`config.mk`:
```
export PLATFORM = sky130hd
export DESIGN_NAME = band_mv_systolic
export DESIGN_NICKNAME = d
export VERILOG_FILES = /design/src/rtl/bmv_pkg.sv /design/src/rtl/bmv_cell.sv /design/src/rtl/bmv_coef_feed.sv /design/src/rtl/bmv_ctrl.sv /design/src/rtl/bmv_datapath.sv /design/src/rtl/band_mv_systolic.sv
export SDC_FILE = /design/constraint.sdc
export NUM_CORES = 2
export LEC_CHECK = 0
export ABC_CLOCK_PERIOD_IN_PS = 11400
export CAP_MARGIN = 25
export CORE_ASPECT_RATIO = 0.8
export CORE_MARGIN = 2
export CORE_UTILIZATION = 60
export DETAILED_ROUTE_END_ITERATION = 10
export PLACE_DENSITY = 0.86
export SYNTH_ARGS = -nofsm -noshare
export SYNTH_HDL_FRONTEND = slang
export SYNTH_SLANG_ARGS = --single-unit
```
`constraint.sdc`:
```
create_clock -name clk -period 11.4 [get_ports clk]
set_input_delay 3.42 -clock clk [delete_from_list [all_inputs] [get_ports clk]]
set_output_delay 3.42 -clock clk [all_outputs]
set_load 0.005 [all_outputs]
```
`src/rtl/bmv_pkg.sv`:
```
package bmv_pkg;

  // Number of cells: one per diagonal of a tridiagonal band.
  localparam int BAND = 3;

  // Strobes from the control to the datapath.
  typedef struct packed {
    logic load;   // capture one row of operands this cycle
  } bmv_ctrl_t;

endpackage

```
`src/rtl/bmv_cell.sv`:
```
module bmv_cell #(
  parameter int DATA_W = 16,
  parameter int ACC_W  = 32
) (
  input  logic                     clk,
  input  logic                     rstN,
  input  logic signed [DATA_W-1:0] xFeed,
  input  logic                     xFeedV,
  input  logic signed [ACC_W-1:0]  yFeed,
  input  logic                     yFeedV,
  input  logic signed [DATA_W-1:0] coefCur,
  output logic signed [DATA_W-1:0] xCur,
  output logic                     xCurV,
  output logic signed [ACC_W-1:0]  ySum,
  output logic                     ySumV
);

  localparam int PROD_W = 2 * DATA_W;

  logic signed [DATA_W-1:0] xR;
  logic                     xV;
  logic signed [ACC_W-1:0]  yR;
  logic                     yV;
  logic signed [PROD_W-1:0] prod;

  always_ff @(posedge clk or negedge rstN) begin
    if (!rstN) begin
      xR <= '0;
      xV <= 1'b0;
      yR <= '0;
      yV <= 1'b0;
    end else begin
      xR <= xFeed;
      xV <= xFeedV;
      yR <= yFeed;
      yV <= yFeedV;
    end
  end

  always_comb begin
    prod = coefCur * xR;
    if (xV && yV) begin
      ySum = yR + ACC_W'(prod);
    end else begin
      ySum = yR;
    end
  end

  assign ySumV = yV;
  assign xCur  = xR;
  assign xCurV = xV;

endmodule

```
`src/rtl/bmv_coef_feed.sv`:
```
module bmv_coef_feed #(
  parameter int DATA_W = 16,
  parameter int DEPTH  = 0
) (
  input  logic                     clk,
  input  logic                     rstN,
  input  logic                     load,
  input  logic signed [DATA_W-1:0] coefIn,
  output logic signed [DATA_W-1:0] coefOut
);

  logic signed [DATA_W-1:0] stage [0:DEPTH];

  always_ff @(posedge clk or negedge rstN) begin
    if (!rstN) begin
      stage[0] <= '0;
    end else if (load) begin
      stage[0] <= coefIn;
    end
  end

  for (genvar j = 1; j <= DEPTH; j++) begin : g_delay
    always_ff @(posedge clk or negedge rstN) begin
      if (!rstN) begin
        stage[j] <= '0;
      end else begin
        stage[j] <= stage[j-1];
      end
    end
  end

  assign coefOut = stage[DEPTH];

endmodule

```
`src/rtl/bmv_ctrl.sv`:
```
module bmv_ctrl
  import bmv_pkg::*;
#(
  parameter int N = 4
) (
  input  logic      clk,
  input  logic      rstN,
  input  logic      start,
  output bmv_ctrl_t ctrl
);

  localparam int TICK_W   = $clog2(2 * N + 1);
  localparam int LAST_ROW = 2 * N - 2;
  localparam int LAST_BSY = 2 * N;

  logic              busy;
  logic [TICK_W-1:0] tick;
  logic              accept;
  logic              rowSlot;

  assign accept  = !busy && start;
  assign rowSlot = busy && !tick[0] && (tick <= TICK_W'(LAST_ROW));

  always_ff @(posedge clk or negedge rstN) begin
    if (!rstN) begin
      busy <= 1'b0;
      tick <= '0;
    end else if (accept) begin
      busy <= 1'b1;
      tick <= TICK_W'(1);
    end else if (busy) begin
      if (tick == TICK_W'(LAST_BSY)) begin
        busy <= 1'b0;
        tick <= '0;
      end else begin
        tick <= tick + 1'b1;
      end
    end
  end

  always_comb begin
    ctrl      = '0;
    ctrl.load = accept || rowSlot;
  end

endmodule

```
`src/rtl/bmv_datapath.sv`:
```
module bmv_datapath
  import bmv_pkg::*;
#(
  parameter int DATA_W = 16,
  parameter int ACC_W  = 32
) (
  input  logic                     clk,
  input  logic                     rstN,
  input  bmv_ctrl_t                ctrl,
  input  logic signed [DATA_W-1:0] inX,
  input  logic signed [DATA_W-1:0] inSub,
  input  logic signed [DATA_W-1:0] inDiag,
  input  logic signed [DATA_W-1:0] inSup,
  output logic                     resValid,
  output logic signed [ACC_W-1:0]  resY
);

  localparam int LAST = BAND - 1;

  // Cell k serves coefficient a(i, i+1-k): cell 0 right of diagonal,
  // cell 1 the diagonal, cell 2 left of diagonal.
  logic signed [DATA_W-1:0] coefIn  [BAND];
  logic signed [DATA_W-1:0] coefCur [BAND];
  logic signed [DATA_W-1:0] xCur    [BAND];
  logic                     xCurV   [BAND];
  logic signed [ACC_W-1:0]  ySum    [BAND];
  logic                     ySumV   [BAND];

  assign coefIn[0] = inSup;
  assign coefIn[1] = inDiag;
  assign coefIn[2] = inSub;

  for (genvar k = 0; k < BAND; k++) begin : g_cell
    logic signed [DATA_W-1:0] xFeed;
    logic                     xFeedV;
    logic signed [ACC_W-1:0]  yFeed;
    logic                     yFeedV;

    if (k == 0) begin : g_xhead
      assign xFeed  = inX;
      assign xFeedV = ctrl.load;
    end else begin : g_xlink
      assign xFeed  = xCur[k-1];
      assign xFeedV = xCurV[k-1];
    end

    if (k == LAST) begin : g_yhead
      assign yFeed  = '0;
      assign yFeedV = ctrl.load;
    end else begin : g_ylink
      assign yFeed  = ySum[k+1];
      assign yFeedV = ySumV[k+1];
    end

    bmv_coef_feed #(
      .DATA_W (DATA_W),
      .DEPTH  (LAST - k)
    ) u_feed (
      .clk     (clk),
      .rstN    (rstN),
      .load    (ctrl.load),
      .coefIn  (coefIn[k]),
      .coefOut (coefCur[k])
    );

    bmv_cell #(
      .DATA_W (DATA_W),
      .ACC_W  (ACC_W)
    ) u_cell (
      .clk     (clk),
      .rstN    (rstN),
      .xFeed   (xFeed),
      .xFeedV  (xFeedV),
      .yFeed   (yFeed),
      .yFeedV  (yFeedV),
      .coefCur (coefCur[k]),
      .xCur    (xCur[k]),
      .xCurV   (xCurV[k]),
      .ySum    (ySum[k]),
      .ySumV   (ySumV[k])
    );
  end

  always_ff @(posedge clk or negedge rstN) begin
    if (!rstN) begin
      resValid <= 1'b0;
      resY     <= '0;
    end else begin
      resValid <= ySumV[0];
      resY     <= ySum[0];
    end
  end

endmodule

```
`src/rtl/band_mv_systolic.sv`:
```
module band_mv_systolic
  import bmv_pkg::*;
#(
  parameter int N      = 4,
  parameter int DATA_W = 16,
  parameter int ACC_W  = 32
) (
  input  logic                     clk,
  input  logic                     rstN,
  input  logic                     start,
  input  logic signed [DATA_W-1:0] inX,
  input  logic signed [DATA_W-1:0] inSub,
  input  logic signed [DATA_W-1:0] inDiag,
  input  logic signed [DATA_W-1:0] inSup,
  output logic                     resValid,
  output logic signed [ACC_W-1:0]  resY
);

  bmv_ctrl_t ctrl;

  bmv_ctrl #(
    .N (N)
  ) u_ctrl (
    .clk   (clk),
    .rstN  (rstN),
    .start (start),
    .ctrl  (ctrl)
  );

  bmv_datapath #(
    .DATA_W (DATA_W),
    .ACC_W  (ACC_W)
  ) u_dp (
    .clk      (clk),
    .rstN     (rstN),
    .ctrl     (ctrl),
    .inX      (inX),
    .inSub    (inSub),
    .inDiag   (inDiag),
    .inSup    (inSup),
    .resValid (resValid),
    .resY     (resY)
  );

endmodule

```
-- Yosys cells after proc, flatten, opt, wreduce, memory -nomap -nowiden
Cells that the tools add are included.
- add/subtract/negate cells: 3
- multiply operators: 3
- divide/modulo/power cells: 0
- order comparisons: 1
- eq/ne operators: 1
- shifts and indexed selects: 0
- multiplexer cells: 9
- bitwise logic cells: 0
- reductions and logical operators: 8
- operator list (operator ; number):
    16-bit by 16-bit multiplier with 32-bit output ; 3
    32-bit two-way mux ; 3
    32-bit adder ; 2
    4-bit two-way mux ; 3
    4-bit by 1-bit adder with 4-bit output, second input constant ; 1
    4-bit equality test, second input constant ; 1
    4-bit by 3-bit less-or-equal comparator with 1-bit output, second input constant ; 1
    1-bit logical AND ; 4
    1-bit two-way mux ; 3
    1-bit zero test ; 2
    2-bit nonzero test ; 1
    1-bit logical OR ; 1
- register bits: 249
- latch bits: 0
- RAM bits: 0
- ROM bits: 0
- input bits: 67
- output and inout bits: 33
- logic and storage cells: 43
- memories kept: 0

-- Longest topological paths before layout
- depth in word-level cells: 4
- gate-level depth with buffers: 24
- mapped depth without buffers: 23

-- By module
A second synthesis with hierarchy kept.
- cells, all modules: 4168
- area, all modules: 42062.8 µm²
- modules (own cells, without submodules) (module ; instances ; cells each ; area each (µm²) ; sequential area each (µm²)):
    bmv_cell (u_dp.g_cell[1].u_cell) ; 1 ; 1311 ; 12608.3 ; 1251.2
    bmv_cell (u_dp.g_cell[0].u_cell) ; 1 ; 1305 ; 12509.5 ; 1251.2
    bmv_cell (u_dp.g_cell[2].u_cell) ; 1 ; 1306 ; 12431.9 ; 1251.2
    bmv_coef_feed (u_dp.g_cell[0].u_feed) ; 1 ; 82 ; 1570.3 ; 1201.2
    bmv_coef_feed (u_dp.g_cell[1].u_feed) ; 1 ; 66 ; 1169.9 ; 800.8
    bmv_datapath ; 1 ; 34 ; 829.5 ; 825.8
    bmv_coef_feed (u_dp.g_cell[2].u_feed) ; 1 ; 34 ; 649.4 ; 400.4
    bmv_ctrl ; 1 ; 30 ; 294.0 ; 125.1

-- Worst setup path after synthesis
Ideal clock, no wire load.
- kind: register -> register
- start: register u_dp.g_cell[0].u_cell.xR[1]
- end: register u_dp.resY[30]
- setup time: 0.128 ns
- arrival: 6.380 ns
- data required time: 11.272 ns
- setup slack: 4.892 ns
- cell stages (with the launch flop): 25
- buffers on the path: 2
- clock period less this slack: 6.508 ns
- cells stage by stage: dfrtp_1 clkbuf_1 nand2_1 inv_1 fa_1 inv_1 fa_1 inv_1 fa_1 fa_1 fa_1 inv_1 fa_1 inv_1 ha_1 clkbuf_1 a21oi_1 nand2_1 o211ai_1 a21boi_0 or3_1 or3_1 a21oi_1 mux2i_1 nand3_1
- cells in the longest elaborated chain, start to end: 3
- ends and longest elaborated chain (what ; RTL line ; source):
    start: declaration ; bmv_cell.sv:20 ; logic signed [DATA_W-1:0] xR;
    start signal: assignment ; bmv_cell.sv:28 ; xR <= '0;
    start signal: assignment ; bmv_cell.sv:33 ; xR <= xFeed;
    16-bit by 16-bit multiplier with 32-bit output ; bmv_cell.sv:41 ; prod = coefCur * xR;
    32-bit adder ; bmv_cell.sv:43 ; ySum = yR + ACC_W'(prod);
    32-bit two-way mux ; bmv_cell.sv:42 ; if (xV && yV) begin
    named net u_dp.g_cell[0].u_cell.ySum[30] ; bmv_cell.sv:14 ; output logic signed [ACC_W-1:0] ySum,
    end signal: assignment ; bmv_datapath.sv:90 ; resY <= ySum[0];
    end: declaration ; bmv_datapath.sv:15 ; output logic signed [ACC_W-1:0] resY
The timed path passes the listed nets, and every way through them passes these cells.
A chain may end at the register's enable or synchronous reset.

-- Worst setup path in the final report
- start: register u_dp.g_cell[0].u_feed.stage, in the netlist u_dp.g_cell[0].u_feed.coefOut[15]
- end: register u_dp.resY[30]
- cells in the longest elaborated chain, start to end: 3
- ends and longest elaborated chain (what ; RTL line ; source):
    start: declaration ; bmv_coef_feed.sv:12 ; logic signed [DATA_W-1:0] stage [0:DEPTH];
    start signal: indexed assignment ; bmv_coef_feed.sv:27 ; stage[j] <= stage[j-1];
    16-bit by 16-bit multiplier with 32-bit output ; bmv_cell.sv:41 ;
    32-bit adder ; bmv_cell.sv:43 ;
    32-bit two-way mux ; bmv_cell.sv:42 ;
    named net u_dp.g_cell[0].u_cell.ySum[30] ; bmv_cell.sv:14 ;
The timed path passes the listed nets, and every way through them passes these cells.

==> flow_summary.json <==
{
  "path_class": "reg2reg",
  "num_vias": 26800,
  "die_w_um": 290,
  "vias_per_cell": 5.58,
  "ys.flop_type": "dfrtp_1",
  "n_antenna_cell": 0,
  "syn-cell-area_um2": 39300,
  "hold_viol": 0,
  "avgSynthCellArea_um2": 10.0,
  "status": "finished clean",
  "drive_gt1_share_pct": 4.07,
  "antenna_found_initial": 2,
  "clkLatencyLatePin_ns": 0.60,
  "first_global_vias": 30100,
  "slew_headroom_pct": 37.1,
  "cts_setup_buffers": 0,
  "dp_hpwl_mm": 74.3,
  "cts_root_buf": "clkbuf_16",
  "grt_pass1_wl_mm": 156,
  "initial_core_util_pct": 61.0,
  "drt_iter0_markers": 2087,
  "cp.required_ns": 11.87,
  "port-buffer-count": 99,
  "totalNegativeSetupSlack_ns": 0,
  "cts_resized": 0,
  "final_antenna_net_count": 0,
  "core_um2": 64500,
  "cts_made_buffers": 29,
  "clock-sinks": 249,
  "layout.nets": 5129,
  "clk_path_buf_depth": 3,
  "postCtsHoldBufs": 0,
  "cts_tree": "built",
  "gp_congestion": 0.924,
  "clk_pin_slew_ns": 0.07,
  "final_cell_mix": "inv_1, fa_1, nand2_1",
  "worstPathArrival_ns": 7.68,
  "rows": 83,
  "r2r_cells": 22,
  "multiInputGateArea_um2": 29000,
  "hold_depth": 0,
  "ys_types": 74,
  "synth_edf_count": 0,
  "grt_max_degree": 117,
  "finalSetupViolCount": 0,
  "h-tree-depth": 1,
  "syn2layout_area_growth_pct": 6.83,
  "slew_violations": 0,
  "regArea_um2": 6230,
  "fillCellCount": 4651,
  "rsz0062_at_grt": "no",
  "path_cells": "nand2_1 -> inv_1 -> fa_1 -> inv_1 -> fa_1 -> inv_1 -> fa_1 -> fa_1 -> fa_1 -> inv_1 -> fa_1 -> inv_1 -> ha_1 -> a21oi_1 -> nand2_1 -> o211ai_1 -> a21boi_0 -> or3_1 -> or3_1 -> a21oi_1 -> mux2i_1 -> nand3_1",
  "worstSetupEndpointType": "flip-flop",
  "cpMaxStageDelayCell": "fa_1",
  "drt_first_pass_iters": 8,
  "fin_crit_sh_pct": 63.3,
  "grt-ovfl-total": 0,
  "grt_usage_pct": 29.5,
  "hold_path_class": "reg2reg",
  "die_y_um": 233,
  "num_io_pins": 100,
  "tightest_slew_ns": 0.943,
  "syn_inst": 3915,
  "drc_errors": 0,
  "clock_skew_ns": 0.0235,
  "wl_mm": 93.4,
  "critical_path.max_fanout": 16,
  "die_area_um2": 67600,
  "syn_nets": 5109,
  "seq_area_frac_synth_pct": 15.8,
  "async_flop_share_pct": 100,
  "cp-start-kind": "flip-flop",
  "cpMostUsedCell": "fa_1",
  "yosysWarnings": 0,
  "final_common_cell": "inv_1",
  "maxCapViolCount": 0,
  "slowest_delay_ns": 0.75,
  "wl_per_cell_um": 19.4,
  "ys_ff_latch": 249,
  "period_minus_slack_ns": 7.21,
  "max_clock_freq_mhz": 139
}
-- per-stage QoR --
step	std cells	utilization (%)	cell area, um2	setup slack, ns	hold slack (ns)
2_1_floorplan	3915	-	39300	4.89	0.331
3_3_place_gp	4752	63.6	41000	4.48	0.332
3_5_place_dp	4753	63.6	41000	4.30	0.335
4_1_cts	4806	65.1	42000	4.27	0.348
5_1_grt	4807	65.1	42000	3.85	0.364
6_report	4807	65.1	42000	4.19	0.347
-- cell families (layout without fill, tap and decap cells) --
kind of cell | Yosys count | count (layout) | share of synthesized area [%]
AOI/OAI and AO/OA | 271 | 271 | 4.70
xor gates and xnor gates | 101 | 101 | 2.25
adders and majority gates | 1127 | 1127 | 52.0
buffers and inverters | 1088 | 1130 | 10.4
DFF | 249 | 249 | 15.8
muxes | 73 | 73 | 2.08
and+or+nand+nor | 1006 | 1006 | 12.7
-- layer usage --
metal / share of wire [%] / wire [um] / global-route usage, % / vias up
met3: 10 / 9680 / 6.53 / 252
li1: - / - / - / 11600
met2: 46 / 43400 / 47.8 / 1360
met4: 3.9 / 3630 / 10.5 / 4
met5: 0.032 / 30 / 0 / -
met1: 39 / 36700 / 39.6 / 13600
-- worst paths after layout --
check	from	endpoint	slack, ns
setup / recovery	u_dp.g_cell[0].u_feed.coefOut[15]$_DFF_PN0_	u_dp.resY[30]$_DFF_PN0_	4.19
max in group asynchronous	rstN	u_dp.resY[31]$_DFF_PN0_	7.10
min in group asynchronous	rstN	u_dp.g_cell[1].u_feed.stage[25]$_DFFE_PN0P_	2.90
hold reg to reg	u_dp.g_cell[0].u_feed.stage[21]$_DFF_PN0_	u_dp.g_cell[0].u_feed.coefOut[5]$_DFF_PN0_	0.35
hold / removal	u_dp.g_cell[0].u_feed.stage[21]$_DFF_PN0_	u_dp.g_cell[0].u_feed.coefOut[5]$_DFF_PN0_	0.35
setup reg to reg	u_dp.g_cell[0].u_feed.coefOut[15]$_DFF_PN0_	u_dp.resY[30]$_DFF_PN0_	4.19
-- worst max-delay path, delay by kind of cell, from the launching register on --
family	cells	cell delay, ns
simple gates	5	1.11
mux	1	0.19
compound gates	4	0.90
fa+ha+maj	7	3.66
buf+inv	5	0.62
flops	1	0.61
-- synthesized netlist by cell type, drive strengths merged, types with 12 or more instances --
cell / count / area [um2]
nor3: 17 / 101
clkbuf: 119 / 447
dfrtp: 249 / 6230
and2: 372 / 2330
o21ai: 64 / 332
a21o: 36 / 280
inv: 968 / 3630
o21a: 22 / 173
a31oi: 12 / 96.3
nand3: 15 / 80.1
fa: 846 / 16900
xor2: 28 / 245
nand2: 434 / 1630
ha: 281 / 3520
nor2: 91 / 342
nand2b: 20 / 125
xnor2: 73 / 639
a21oi: 72 / 364
mux2: 69 / 777
and3: 13 / 81.3
-- flip-flops by register name, indices dropped and copies added (netlist names) --
| signal | count |
|---|---|
| u_dp.g_cell.u_cell.xCur | 48 |
| u_dp.g_cell.u_cell.yR | 64 |
| u_dp.g_cell.u_cell.ySumV | 2 |
| u_ctrl.tick | 4 |
| u_dp.resY | 32 |
| u_dp.resValid | 1 |
| u_dp.g_cell.u_cell.xCurV | 1 |
| u_dp.g_cell.u_feed.coefOut | 48 |
| u_dp.g_cell.u_feed.stage | 48 |
| u_ctrl.busy | 1 |
-- final cells by class --
class	instances	share of cell area, %
clock buffers	36	1.89
flip-flops and latches	249	14.8
inverters	968	8.65
repair buffers	109	2.65
well taps	850	2.53
multi-input cells	2578	69.1
clock inverters	17	0.349
Power is left out: the tool's default activity adds up to more than one toggle a clock period on the data nets, which glitch-free logic cannot reach.
